**config.mk**
```make
export PLATFORM = sky130hd
export DESIGN_NAME = spimem_front
export DESIGN_NICKNAME = d
export VERILOG_FILES = /design/src/rtl/spimem_pkg.sv /design/src/rtl/spimem_pins.sv /design/src/rtl/spimem_array.sv /design/src/rtl/spimem_cmd.sv /design/src/rtl/spimem_front.sv
export SDC_FILE = /design/constraint.sdc
export NUM_CORES = 2
export LEC_CHECK = 0
export BUFFER_PORTS_ARGS = -buffer_cell sky130_fd_sc_hd__buf_2
export CAP_MARGIN = 25
export CORE_MARGIN = 2
export CORE_UTILIZATION = 25
export CTS_CLUSTER_DIAMETER = 50
export CTS_CLUSTER_SIZE = 40
export DETAILED_ROUTE_END_ITERATION = 12
export HOLD_SLACK_MARGIN = 0.15
export SETUP_SLACK_MARGIN = 0.15
export SLEW_MARGIN = 20
export SYNTH_ARGS = -nofsm -noshare
export SYNTH_HDL_FRONTEND = slang
export SYNTH_HIERARCHICAL = 1
export SYNTH_SLANG_ARGS = --single-unit
```
**constraint.sdc**
```tcl
create_clock -name clk -period 10.2 [get_ports clk]
set_input_delay 2.55 -clock clk [delete_from_list [all_inputs] [get_ports clk]]
set_output_delay 2.55 -clock clk [all_outputs]
set_load 0.02 [all_outputs]
```
**src/rtl/spimem_pkg.sv**
```systemverilog
package spimem_pkg;

    localparam int BYTE_W  = 8;
    localparam int ADDR_FW = 16;   // address field length on the wire

    localparam logic [BYTE_W-1:0] OPC_EN_SET  = 8'h06;
    localparam logic [BYTE_W-1:0] OPC_EN_CLR  = 8'h04;
    localparam logic [BYTE_W-1:0] OPC_ST_RD   = 8'h05;
    localparam logic [BYTE_W-1:0] OPC_ST_WR   = 8'h01;
    localparam logic [BYTE_W-1:0] OPC_ARR_RD  = 8'h03;
    localparam logic [BYTE_W-1:0] OPC_ARR_PGM = 8'h02;

    typedef enum logic [2:0] {
        ST_OPC,      // collecting opcode
        ST_ADDR,     // collecting address field
        ST_RD_ARR,   // streaming array bytes
        ST_RD_STAT,  // streaming status bytes
        ST_WR_STAT,  // collecting status byte
        ST_PGM,      // collecting program bytes
        ST_COMMIT,   // waiting for deselect to issue a request
        ST_SKIP      // ignoring the rest of the selection
    } cmd_st_t;

    typedef enum logic [1:0] {
        PD_NONE,
        PD_SET,
        PD_CLR,
        PD_STAT
    } pend_t;

    // Qualified pin events produced by the pin front-end
    typedef struct packed {
        logic armed;    // a CS fall has been seen since reset
        logic sel;      // armed and CS low
        logic cs_rise;  // armed and CS just went high
        logic hold;     // pause in effect
        logic rise;     // SCK rising edge accepted
        logic fall;     // SCK falling edge accepted
        logic si;       // sampled serial input
    } pin_ev_t;

    function automatic logic is_stream(cmd_st_t s);
        return (s == ST_RD_ARR) || (s == ST_RD_STAT);
    endfunction

endpackage

```
**src/rtl/spimem_pins.sv**
```systemverilog
module spimem_pins
    import spimem_pkg::*;
(
    input  logic    clk,
    input  logic    rst,
    input  logic    cs_n,
    input  logic    sck,
    input  logic    si,
    input  logic    hold_n,
    output pin_ev_t ev
);
    logic s_cs, p_cs, s_sck, p_sck, s_si, s_hold;
    logic armed_q, hold_q;

    always_ff @(posedge clk) begin
        if (rst) begin
            s_cs   <= 1'b0;
            p_cs   <= 1'b0;
            s_sck  <= 1'b0;
            p_sck  <= 1'b0;
            s_si   <= 1'b0;
            s_hold <= 1'b1;
        end else begin
            s_cs   <= cs_n;
            p_cs   <= s_cs;
            s_sck  <= sck;
            p_sck  <= s_sck;
            s_si   <= si;
            s_hold <= hold_n;
        end
    end

    // Arming: needs a genuine high-to-low CS transition after reset
    always_ff @(posedge clk) begin
        if (rst)
            armed_q <= 1'b0;
        else if (p_cs && !s_cs)
            armed_q <= 1'b1;
    end

    // Pause changes only while SCK is low; dropped on deselect
    always_ff @(posedge clk) begin
        if (rst)
            hold_q <= 1'b0;
        else if (s_cs)
            hold_q <= 1'b0;
        else if (!s_sck)
            hold_q <= !s_hold;
    end

    always_comb begin
        ev.armed   = armed_q;
        ev.sel     = armed_q && !s_cs;
        ev.cs_rise = armed_q && !p_cs && s_cs;
        ev.hold    = hold_q;
        ev.rise    = armed_q && !s_cs && !hold_q && s_sck && !p_sck;
        ev.fall    = armed_q && !s_cs && !hold_q && !s_sck && p_sck;
        ev.si      = s_si;
    end

endmodule

```
**src/rtl/spimem_array.sv**
```systemverilog
module spimem_array #(
    parameter int DEPTH = 256,
    parameter int AW    = $clog2(DEPTH)
) (
    input  logic                      clk,
    input  logic                      rst,
    input  logic                      wr_en,
    input  logic [AW-1:0]             wr_addr,
    input  logic [spimem_pkg::BYTE_W-1:0] wr_data,
    input  logic [AW-1:0]             rd_addr,
    output logic [spimem_pkg::BYTE_W-1:0] rd_data
);
    logic [spimem_pkg::BYTE_W-1:0] mem [DEPTH];

    always_ff @(posedge clk) begin
        if (rst) begin
            for (int i = 0; i < DEPTH; i++)
                mem[i] <= '0;
        end else if (wr_en) begin
            mem[wr_addr] <= wr_data;
        end
    end

    assign rd_data = mem[rd_addr];

endmodule

```
**src/rtl/spimem_cmd.sv**
```systemverilog
module spimem_cmd
    import spimem_pkg::*;
#(
    parameter int AW = 8
) (
    input  logic              clk,
    input  logic              rst,
    input  pin_ev_t           ev,
    input  logic [BYTE_W-1:0] status_i,
    input  logic              pgm_grant,
    input  logic [BYTE_W-1:0] rd_data,
    output logic [AW-1:0]     rd_addr,
    output logic              wr_en,
    output logic [AW-1:0]     wr_addr,
    output logic [BYTE_W-1:0] wr_data,
    output logic              so_q,
    output cmd_st_t           st,
    output logic              en_set_o,
    output logic              en_clr_o,
    output logic              stat_wr_o,
    output logic [BYTE_W-1:0] stat_data_o
);
    localparam int CW = $clog2(ADDR_FW);

    logic [BYTE_W-2:0] sh;
    logic [CW-1:0]     cnt;
    logic [AW-1:0]     addr_sh;
    logic [AW-1:0]     ptr;
    logic [BYTE_W-1:0] out_sh;
    logic [2:0]        ocnt;
    logic              to_pgm;
    pend_t             pend;

    logic [BYTE_W-1:0] byte_in;
    logic [AW-1:0]     new_addr;

    assign byte_in  = {sh, ev.si};
    assign new_addr = {addr_sh[AW-2:0], ev.si};
    assign rd_addr  = (st == ST_ADDR) ? new_addr : ptr;

    always_ff @(posedge clk) begin
        if (rst) begin
            st          <= ST_OPC;
            sh          <= '0;
            cnt         <= '0;
            addr_sh     <= '0;
            ptr         <= '0;
            out_sh      <= '0;
            ocnt        <= '0;
            to_pgm      <= 1'b0;
            pend        <= PD_NONE;
            so_q        <= 1'b0;
            wr_en       <= 1'b0;
            wr_addr     <= '0;
            wr_data     <= '0;
            en_set_o    <= 1'b0;
            en_clr_o    <= 1'b0;
            stat_wr_o   <= 1'b0;
            stat_data_o <= '0;
        end else begin
            en_set_o  <= 1'b0;
            en_clr_o  <= 1'b0;
            stat_wr_o <= 1'b0;
            wr_en     <= 1'b0;
            if (!ev.sel) begin
                if (ev.cs_rise && st == ST_COMMIT) begin
                    unique case (pend)
                        PD_SET:  en_set_o  <= 1'b1;
                        PD_CLR:  en_clr_o  <= 1'b1;
                        PD_STAT: stat_wr_o <= 1'b1;
                        default: ;
                    endcase
                end
                st   <= ST_OPC;
                cnt  <= '0;
                ocnt <= '0;
                pend <= PD_NONE;
            end else begin
                if (ev.rise) begin
                    sh  <= byte_in[BYTE_W-2:0];
                    cnt <= cnt + 1'b1;
                    unique case (st)
                        ST_OPC: if (cnt == CW'(BYTE_W - 1)) begin
                            cnt <= '0;
                            unique case (byte_in)
                                OPC_EN_SET:  begin pend <= PD_SET; st <= ST_COMMIT; end
                                OPC_EN_CLR:  begin pend <= PD_CLR; st <= ST_COMMIT; end
                                OPC_ST_RD:   begin out_sh <= status_i; ocnt <= '0; st <= ST_RD_STAT; end
                                OPC_ST_WR:   st <= ST_WR_STAT;
                                OPC_ARR_RD:  begin to_pgm <= 1'b0; st <= ST_ADDR; end
                                OPC_ARR_PGM: begin to_pgm <= 1'b1; st <= ST_ADDR; end
                                default:     st <= ST_SKIP;
                            endcase
                        end
                        ST_ADDR: begin
                            addr_sh <= new_addr;
                            if (cnt == CW'(ADDR_FW - 1)) begin
                                cnt <= '0;
                                if (to_pgm) begin
                                    ptr <= new_addr;
                                    st  <= ST_PGM;
                                end else begin
                                    out_sh <= rd_data;
                                    ptr    <= new_addr + AW'(1);
                                    ocnt   <= '0;
                                    st     <= ST_RD_ARR;
                                end
                            end
                        end
                        ST_WR_STAT: if (cnt == CW'(BYTE_W - 1)) begin
                            cnt         <= '0;
                            stat_data_o <= byte_in;
                            pend        <= PD_STAT;
                            st          <= ST_COMMIT;
                        end
                        ST_PGM: if (cnt == CW'(BYTE_W - 1)) begin
                            cnt     <= '0;
                            wr_en   <= pgm_grant;
                            wr_addr <= ptr;
                            wr_data <= byte_in;
                            ptr     <= ptr + AW'(1);
                        end
                        ST_COMMIT: begin
                            pend <= PD_NONE;
                            st   <= ST_SKIP;
                        end
                        default: ;
                    endcase
                end
                if (ev.fall && is_stream(st)) begin
                    so_q   <= out_sh[BYTE_W-1];
                    out_sh <= {out_sh[BYTE_W-2:0], 1'b0};
                    ocnt   <= ocnt + 1'b1;
                    if (ocnt == 3'd7) begin
                        ocnt <= '0;
                        if (st == ST_RD_STAT) begin
                            out_sh <= status_i;
                        end else begin
                            out_sh <= rd_data;
                            ptr    <= ptr + AW'(1);
                        end
                    end
                end
            end
        end
    end

endmodule

```
**src/rtl/spimem_front.sv**
```systemverilog
module spimem_front
    import spimem_pkg::*;
#(
    parameter int DEPTH = 256
) (
    input  logic              clk,
    input  logic              rst,
    input  logic              cs_n,
    input  logic              sck,
    input  logic              si,
    input  logic              hold_n,
    output logic              so,
    output logic              so_oe,
    input  logic [BYTE_W-1:0] status_i,
    input  logic              pgm_grant,
    output logic              en_set_o,
    output logic              en_clr_o,
    output logic              stat_wr_o,
    output logic [BYTE_W-1:0] stat_data_o
);
    localparam int AW = $clog2(DEPTH);

    pin_ev_t           ev;
    cmd_st_t           st;
    logic              so_q;
    logic              wr_en;
    logic [AW-1:0]     wr_addr, rd_addr;
    logic [BYTE_W-1:0] wr_data, rd_data;

    spimem_pins u_pins (
        .clk    (clk),
        .rst    (rst),
        .cs_n   (cs_n),
        .sck    (sck),
        .si     (si),
        .hold_n (hold_n),
        .ev     (ev)
    );

    spimem_cmd #(.AW(AW)) u_cmd (
        .clk         (clk),
        .rst         (rst),
        .ev          (ev),
        .status_i    (status_i),
        .pgm_grant   (pgm_grant),
        .rd_data     (rd_data),
        .rd_addr     (rd_addr),
        .wr_en       (wr_en),
        .wr_addr     (wr_addr),
        .wr_data     (wr_data),
        .so_q        (so_q),
        .st          (st),
        .en_set_o    (en_set_o),
        .en_clr_o    (en_clr_o),
        .stat_wr_o   (stat_wr_o),
        .stat_data_o (stat_data_o)
    );

    spimem_array #(.DEPTH(DEPTH), .AW(AW)) u_array (
        .clk     (clk),
        .rst     (rst),
        .wr_en   (wr_en),
        .wr_addr (wr_addr),
        .wr_data (wr_data),
        .rd_addr (rd_addr),
        .rd_data (rd_data)
    );

    assign so    = so_q;
    assign so_oe = ev.sel && !ev.hold && is_stream(st);

endmodule

```
# Word level (Yosys, flattened, before mapping)
# Memory sizes are Yosys's and may differ from the RTL's.
# Cells that the tools add are included.
dict set report classes {
  n_addsub 4
  eq_ne 26
  n_mux 51
  bitwise 5
  reduce_logical 43
}
# op count
set op_table {}
lappend op_table {{two-way mux 8 bit} 18}
lappend op_table {{two-way mux 3 bit} 11}
lappend op_table {{one-hot mux 8 bit (2 select lines)} 2}
lappend op_table {{== test 8 x 3 -> 1 bit, second input constant} 3}
lappend op_table {{one-hot mux 3 bit (4 select lines)} 2}
lappend op_table {{adder 8 x 1 -> 8 bit, second input constant} 2}
lappend op_table {{== test 8 x 2 -> 1 bit, second input constant} 2}
lappend op_table {{AND reduction 5 bit} 3}
lappend op_table {{== test 3 bit, second input constant} 4}
lappend op_table {{logical AND 1 bit} 12}
lappend op_table {{two-way mux 1 bit} 9}
lappend op_table {{!= test 3 x 1 -> 1 bit, second input constant} 3}
lappend op_table {{== test 8 x 1 -> 1 bit, second input constant} 1}
lappend op_table {{two-way mux 4 bit} 2}
lappend op_table {{one-hot mux 4 bit (2 select lines)} 1}
lappend op_table {{AND reduction 4 bit} 2}
lappend op_table {{OR reduction 2 bit} 4}
lappend op_table {{OR reduction 8 bit} 1}
lappend op_table {{AND reduction 7 bit} 1}
lappend op_table {{== test 3 x 2 -> 1 bit, second input constant} 2}
lappend op_table {{logical NOT 1 bit} 6}
lappend op_table {{!= test 3 bit, second input constant} 2}
lappend op_table {{one-hot mux 2 bit (3 select lines)} 1}
lappend op_table {{one-hot mux 3 bit (2 select lines)} 1}
lappend op_table {{23 further kinds} 34}
dict set report totals {
  reg_bits 80
  mem_bits_rw 2048
  input_bits 15
  output_inout_bits 13
  wordCells 155
  n_memories 1
}
# name depth width rd rd_ports_with_merged_regs wr line_no
set mem_list {}
lappend mem_list {u_array.mem 256 8 1 0 256 spimem_array.sv:13} ;# logic [spimem_pkg::BYTE_W-1:0] mem [DEPTH];

# Logic depth before layout (Yosys ltp)
dict set report depth {
  ltp_word 9
  depth_mapped 20
  mapped_depth_nobuf 13
}

# Cells and area by module
# The synthesis kept the hierarchy.
# module n_inst cells_each area_per_inst_um2 seq_area_each_um2
set by_module_without_submodules {}
lappend by_module_without_submodules {spimem_array 1 6435 95288.9 61499.0}
lappend by_module_without_submodules {spimem_cmd 1 474 3967.6 1441.4}
lappend by_module_without_submodules {spimem_pins 1 29 300.3 160.2}
lappend by_module_without_submodules {spimem_front 1 1 12.5 0.0}

# Worst setup path after synthesis
# Ideal clock, no wire load.
dict set report synth_path {
  kind {input to register}
  from {input port rst}
  to {memory u_array/mem[11][0] (netlist name), enable pin}
  setup_time_ns 0.375
  t_arrival_ns 3.862
  required_time_ns 9.825
  setup_slack_ns 5.964
  path_stages 5
  path_buffers 2
  cell_sequence {nor2b_1 buf_1 nand4_1 clkbuf_1 o21bai_1}
}
# item line_no
set synth_rtl {}
lappend synth_rtl {{from (decl)} spimem_front.sv:7} ;# input logic rst,
lappend synth_rtl {{to (decl)} spimem_array.sv:13}

# Final worst setup path
dict set report layout_path {
  from {register u_cmd.st[0]}
  to {register u_cmd.out_sh[1]}
}
dict set report layout_between {
  elab_chain_cells 8
  elab_cells_between_ends 22
  cone_classes {eq/ne (7); mux (8); reduce/logical (6); memory (1)}
}
# item line_no
set layout_rtl {}
lappend layout_rtl {{from (decl)} spimem_cmd.sv:17} ;# output cmd_st_t st,
lappend layout_rtl {{from (signal assigned)} spimem_cmd.sv:43} ;# st <= ST_OPC;
lappend layout_rtl {{from (signal assigned)} spimem_cmd.sv:74} ;# st <= ST_OPC;
lappend layout_rtl {{from (signal assigned)} spimem_cmd.sv:86} ;# OPC_EN_SET: begin pend <= PD_SET; st <= ST_COMMIT; end
lappend layout_rtl {{== test 3 x 1 -> 1 bit *} spimem_cmd.sv:39} ;# assign rd_addr = (st == ST_ADDR) ? new_addr : ptr;
lappend layout_rtl {{two-way mux 8 bit *} spimem_cmd.sv:39}
lappend layout_rtl {{named net rd_addr[0]} spimem_front.sv:27} ;# logic [AW-1:0] wr_addr, rd_addr;
lappend layout_rtl {{memory read (256 x 8 bit) *} n/a}
lappend layout_rtl {{named net rd_data[1]} spimem_front.sv:28} ;# logic [BYTE_W-1:0] wr_data, rd_data;
lappend layout_rtl {{two-way mux 8 bit} spimem_cmd.sv:99} ;# if (to_pgm) begin
lappend layout_rtl {{two-way mux 8 bit} spimem_cmd.sv:97} ;# if (cnt == CW'(ADDR_FW - 1)) begin
lappend layout_rtl {{one-hot mux 8 bit (2 select lines)} spimem_cmd.sv:82} ;# unique case (st)
lappend layout_rtl {{two-way mux 8 bit} spimem_cmd.sv:79} ;# if (ev.rise) begin
lappend layout_rtl {{two-way mux 8 bit *} spimem_cmd.sv:130} ;# if (ev.fall && is_stream(st)) begin
lappend layout_rtl {{to (signal assigned)} spimem_cmd.sv:103} ;# out_sh <= rd_data;
lappend layout_rtl {{to (signal assigned)} spimem_cmd.sv:132} ;# out_sh <= {out_sh[BYTE_W-2:0], 1'b0};
lappend layout_rtl {{to (signal assigned)} spimem_cmd.sv:137} ;# out_sh <= status_i;
lappend layout_rtl {{to (decl)} spimem_cmd.sv:29} ;# logic [BYTE_W-1:0] out_sh;
# The timed path passes the listed nets; every way through them passes the cells marked *. The select of a mux whose other input is x is not followed.
# A chain may end at the register's enable or synchronous reset.

==> flow_summary.toml <==
[placed_design]
port_buffers = 27
routabilityCongestion = 0.878
dpl.hpwl_microns = 181000
place_ws_ps = 3930

[cells_and_area]
fill_cells = 39465
drive_gt1_share_pct = 17.1
final_util_pct = 28.0
ff_latch_area_sq_mm = 0.0631
multi_input_area_sq_mm = 0.0338
syn2layout_area_growth_pct = 11.6
nNetsFinal = 6745

[clock_network]
post_cts_resized = 0
cts_setup_buffers = 0
cts.sinks = 2128
clk_pin_slew_worst_paths_ps = 70
hold_buffers = 0
clk_latency_ps = 920
clockRootBuffer = "clkbuf_16"
cts_tree = "yes"
cts_buffer_depth = 4
cts_buffers = 187
cts_max_level = 4

[sta]
drv_slew = 0
finalSetupTns_ps = 0
rsz0062_at_grt = "false"
setup_viol = 0
finalWorstSetupSlack_ps = 3900
fin_hold_ws_ps = 470
fin_worst_skew_ps = 67.1
slew_headroom_pct = 15.7
layout_min_cycle_time_ps = 6300
tightestPinTransition_ps = 1260
hold_viol_final = 0
fin_crit_sh_pct = 61.8
max_freq_mhz = 159

[route]
avgRoutedWirePerCell_microns = 23.4
dr.pass1.iters = 6
vias = 58484
vias_per_cell = 4.82
post-route-drc-count = 0
drt_iter0_markers = 6947
wirelength_microns = 283000
ant_nets = 0

[power]
comb_power_share_pct = 2.4
powerDensity_mw_per_mm2 = 160
p_int_mw = 13.8
p_sw_mw = 4.00
fin_total_pwr_mw = 17.8
ir_drop_v = 0.000124
power_leakage_nw = 36.9
clkPwrFrac_pct = 41.7
p_seq_share_pct = 55.8
switching_share_pct = 22.5

[logic_synthesis]
syn_nets = 6958
syn_inst = 6938
synth_area_per_cell_sq_um = 14.4
yosys_warnings = 6
synth_area_sq_mm = 0.0996

[die]
core_area_sq_mm = 0.396
rows = 231
start_util_pct = 25.1
die_height_microns = 635
die-area_sq_mm = 0.403
fp.dieW_microns = 635
io_pins = 28

[global_routing]
overflow = 0
grt_pass1_vias = 57886
groute.usage.overall_pct = 13.6
grt_pass1_wl_microns = 411000
antenna_found_initial = 14
grt_max_degree = 197

[critical_path]
critPathMaxFanout = 57
cp-end-kind = "register"
startpoint_type = "register"
r2r_start = "u_cmd/st[0]$_SDFFE_PP0P_"
rr_worst_depth = 14
critical_path_arrival_ps = 6990
path_class = "register to register"
startpoint = "u_cmd/st[0]$_SDFFE_PP0P_"
critPathRequiredTime_ps = 10890

[hold_path]
hp-class = "register to register"
hp-start = "u_cmd/so_q$_SDFFE_PP0P_"
hold_depth = 2

[job]
max_cap_violations = 0

[status]
status = "finished, final reports clean"
-- state kept, by name (all words and copies together), names as in the netlist, 4 cells and up --
signal             flops
u_cmd/wr_data          8
u_cmd/stat_data_o      8
u_array/mem         2048
u_cmd/wr_addr          8
u_cmd/ptr              8
u_cmd/out_sh           8
u_cmd/cnt              4
u_cmd/addr_sh          7
u_cmd/sh               7
-- placed cells by master, fill, tap and decap left out, types with 35 or more instances in the layout --
| master | instances |
|---|---|
| nor3_1 | 35 |
| a22oi_1 | 140 |
| and2_1 | 1996 |
| mux2i_1 | 249 |
| or2_2 | 252 |
| nor2b_1 | 39 |
| nand2_1 | 111 |
| a21oi_1 | 113 |
| edfxtp_1 | 2048 |
| mux4_2 | 388 |
| dfxtp_1 | 72 |
| clkbuf_16 | 188 |
| and3_1 | 63 |
| buf_4 | 88 |
| nor2_1 | 359 |
| o21ai_0 | 48 |
| o221ai_1 | 54 |
| nand3_1 | 67 |
-- routing by layer --
layer | global-route usage, % | wire, microns | part of all wire (%)
met1 | 18.3 | 118000 | 42
met2 | 21.7 | 132000 | 46
met3 | 2.47 | 23600 | 8.3
met4 | 4.93 | 10200 | 3.6
met5 | 0 | 74 | 0.026
-- power groups by stage --
stage / clock network [mW] / logic, mW / registers (mW)
after CTS: 7.57 / 0.434 / 9.95
after global placement: 0 / 0.423 / 10.1
after detailed placement: 0 / 0.433 / 10.1
after global routing: 7.87 / 0.460 / 9.97
after floorplan: 0 / 0.297 / 10.1
final: 7.43 / 0.434 / 9.95
-- final timing paths --
| check | slack [ps] | to |
|---|---|---|
| max | 3900 | u_cmd/out_sh[1]$_SDFFE_PP0P_ |
| min | 470 | u_cmd/so_q$_SDFFE_PP0P_ |
| max reg2reg | 3900 | u_cmd/out_sh[1]$_SDFFE_PP0P_ |
| min reg2reg | 470 | u_cmd/so_q$_SDFFE_PP0P_ |
-- metrics by stage --
step	cells	instance area, sq um
floorplan	6938	99600
global placement	11770	105000
detailed placement	11777	105000
CTS	12115	111000
global route	12117	111000
finish	12124	111000
-- final cells by class --
| class | instances | area share (%) |
|---|---|---|
| Multi-Input combinational cell | 4259 | 30.4 |
| Tap cell | 5242 | 5.90 |
| Antenna cell | 8 | 0.0180 |
| Inverter | 13 | 0.0439 |
| Timing Repair Buffer | 136 | 1.06 |
| Clock inverter | 142 | 1.46 |
| Sequential cell | 2128 | 56.8 |
| Clock buffer | 196 | 4.26 |
-- critical path, stage by stage (launching register included) --
cell and delay (ps):
dfxtp_1 340, nor3b_2 790, mux2_8 810, buf_4 700
buf_4 480, mux4_2 550, a22o_1 250, a221oi_1 680
o32ai_1 220, nor3_1 350, nor4_2 120, o311ai_0 420
a21oi_1 100, nor3_2 200, nor3_1 80
(Power assumes the default switching activity.)
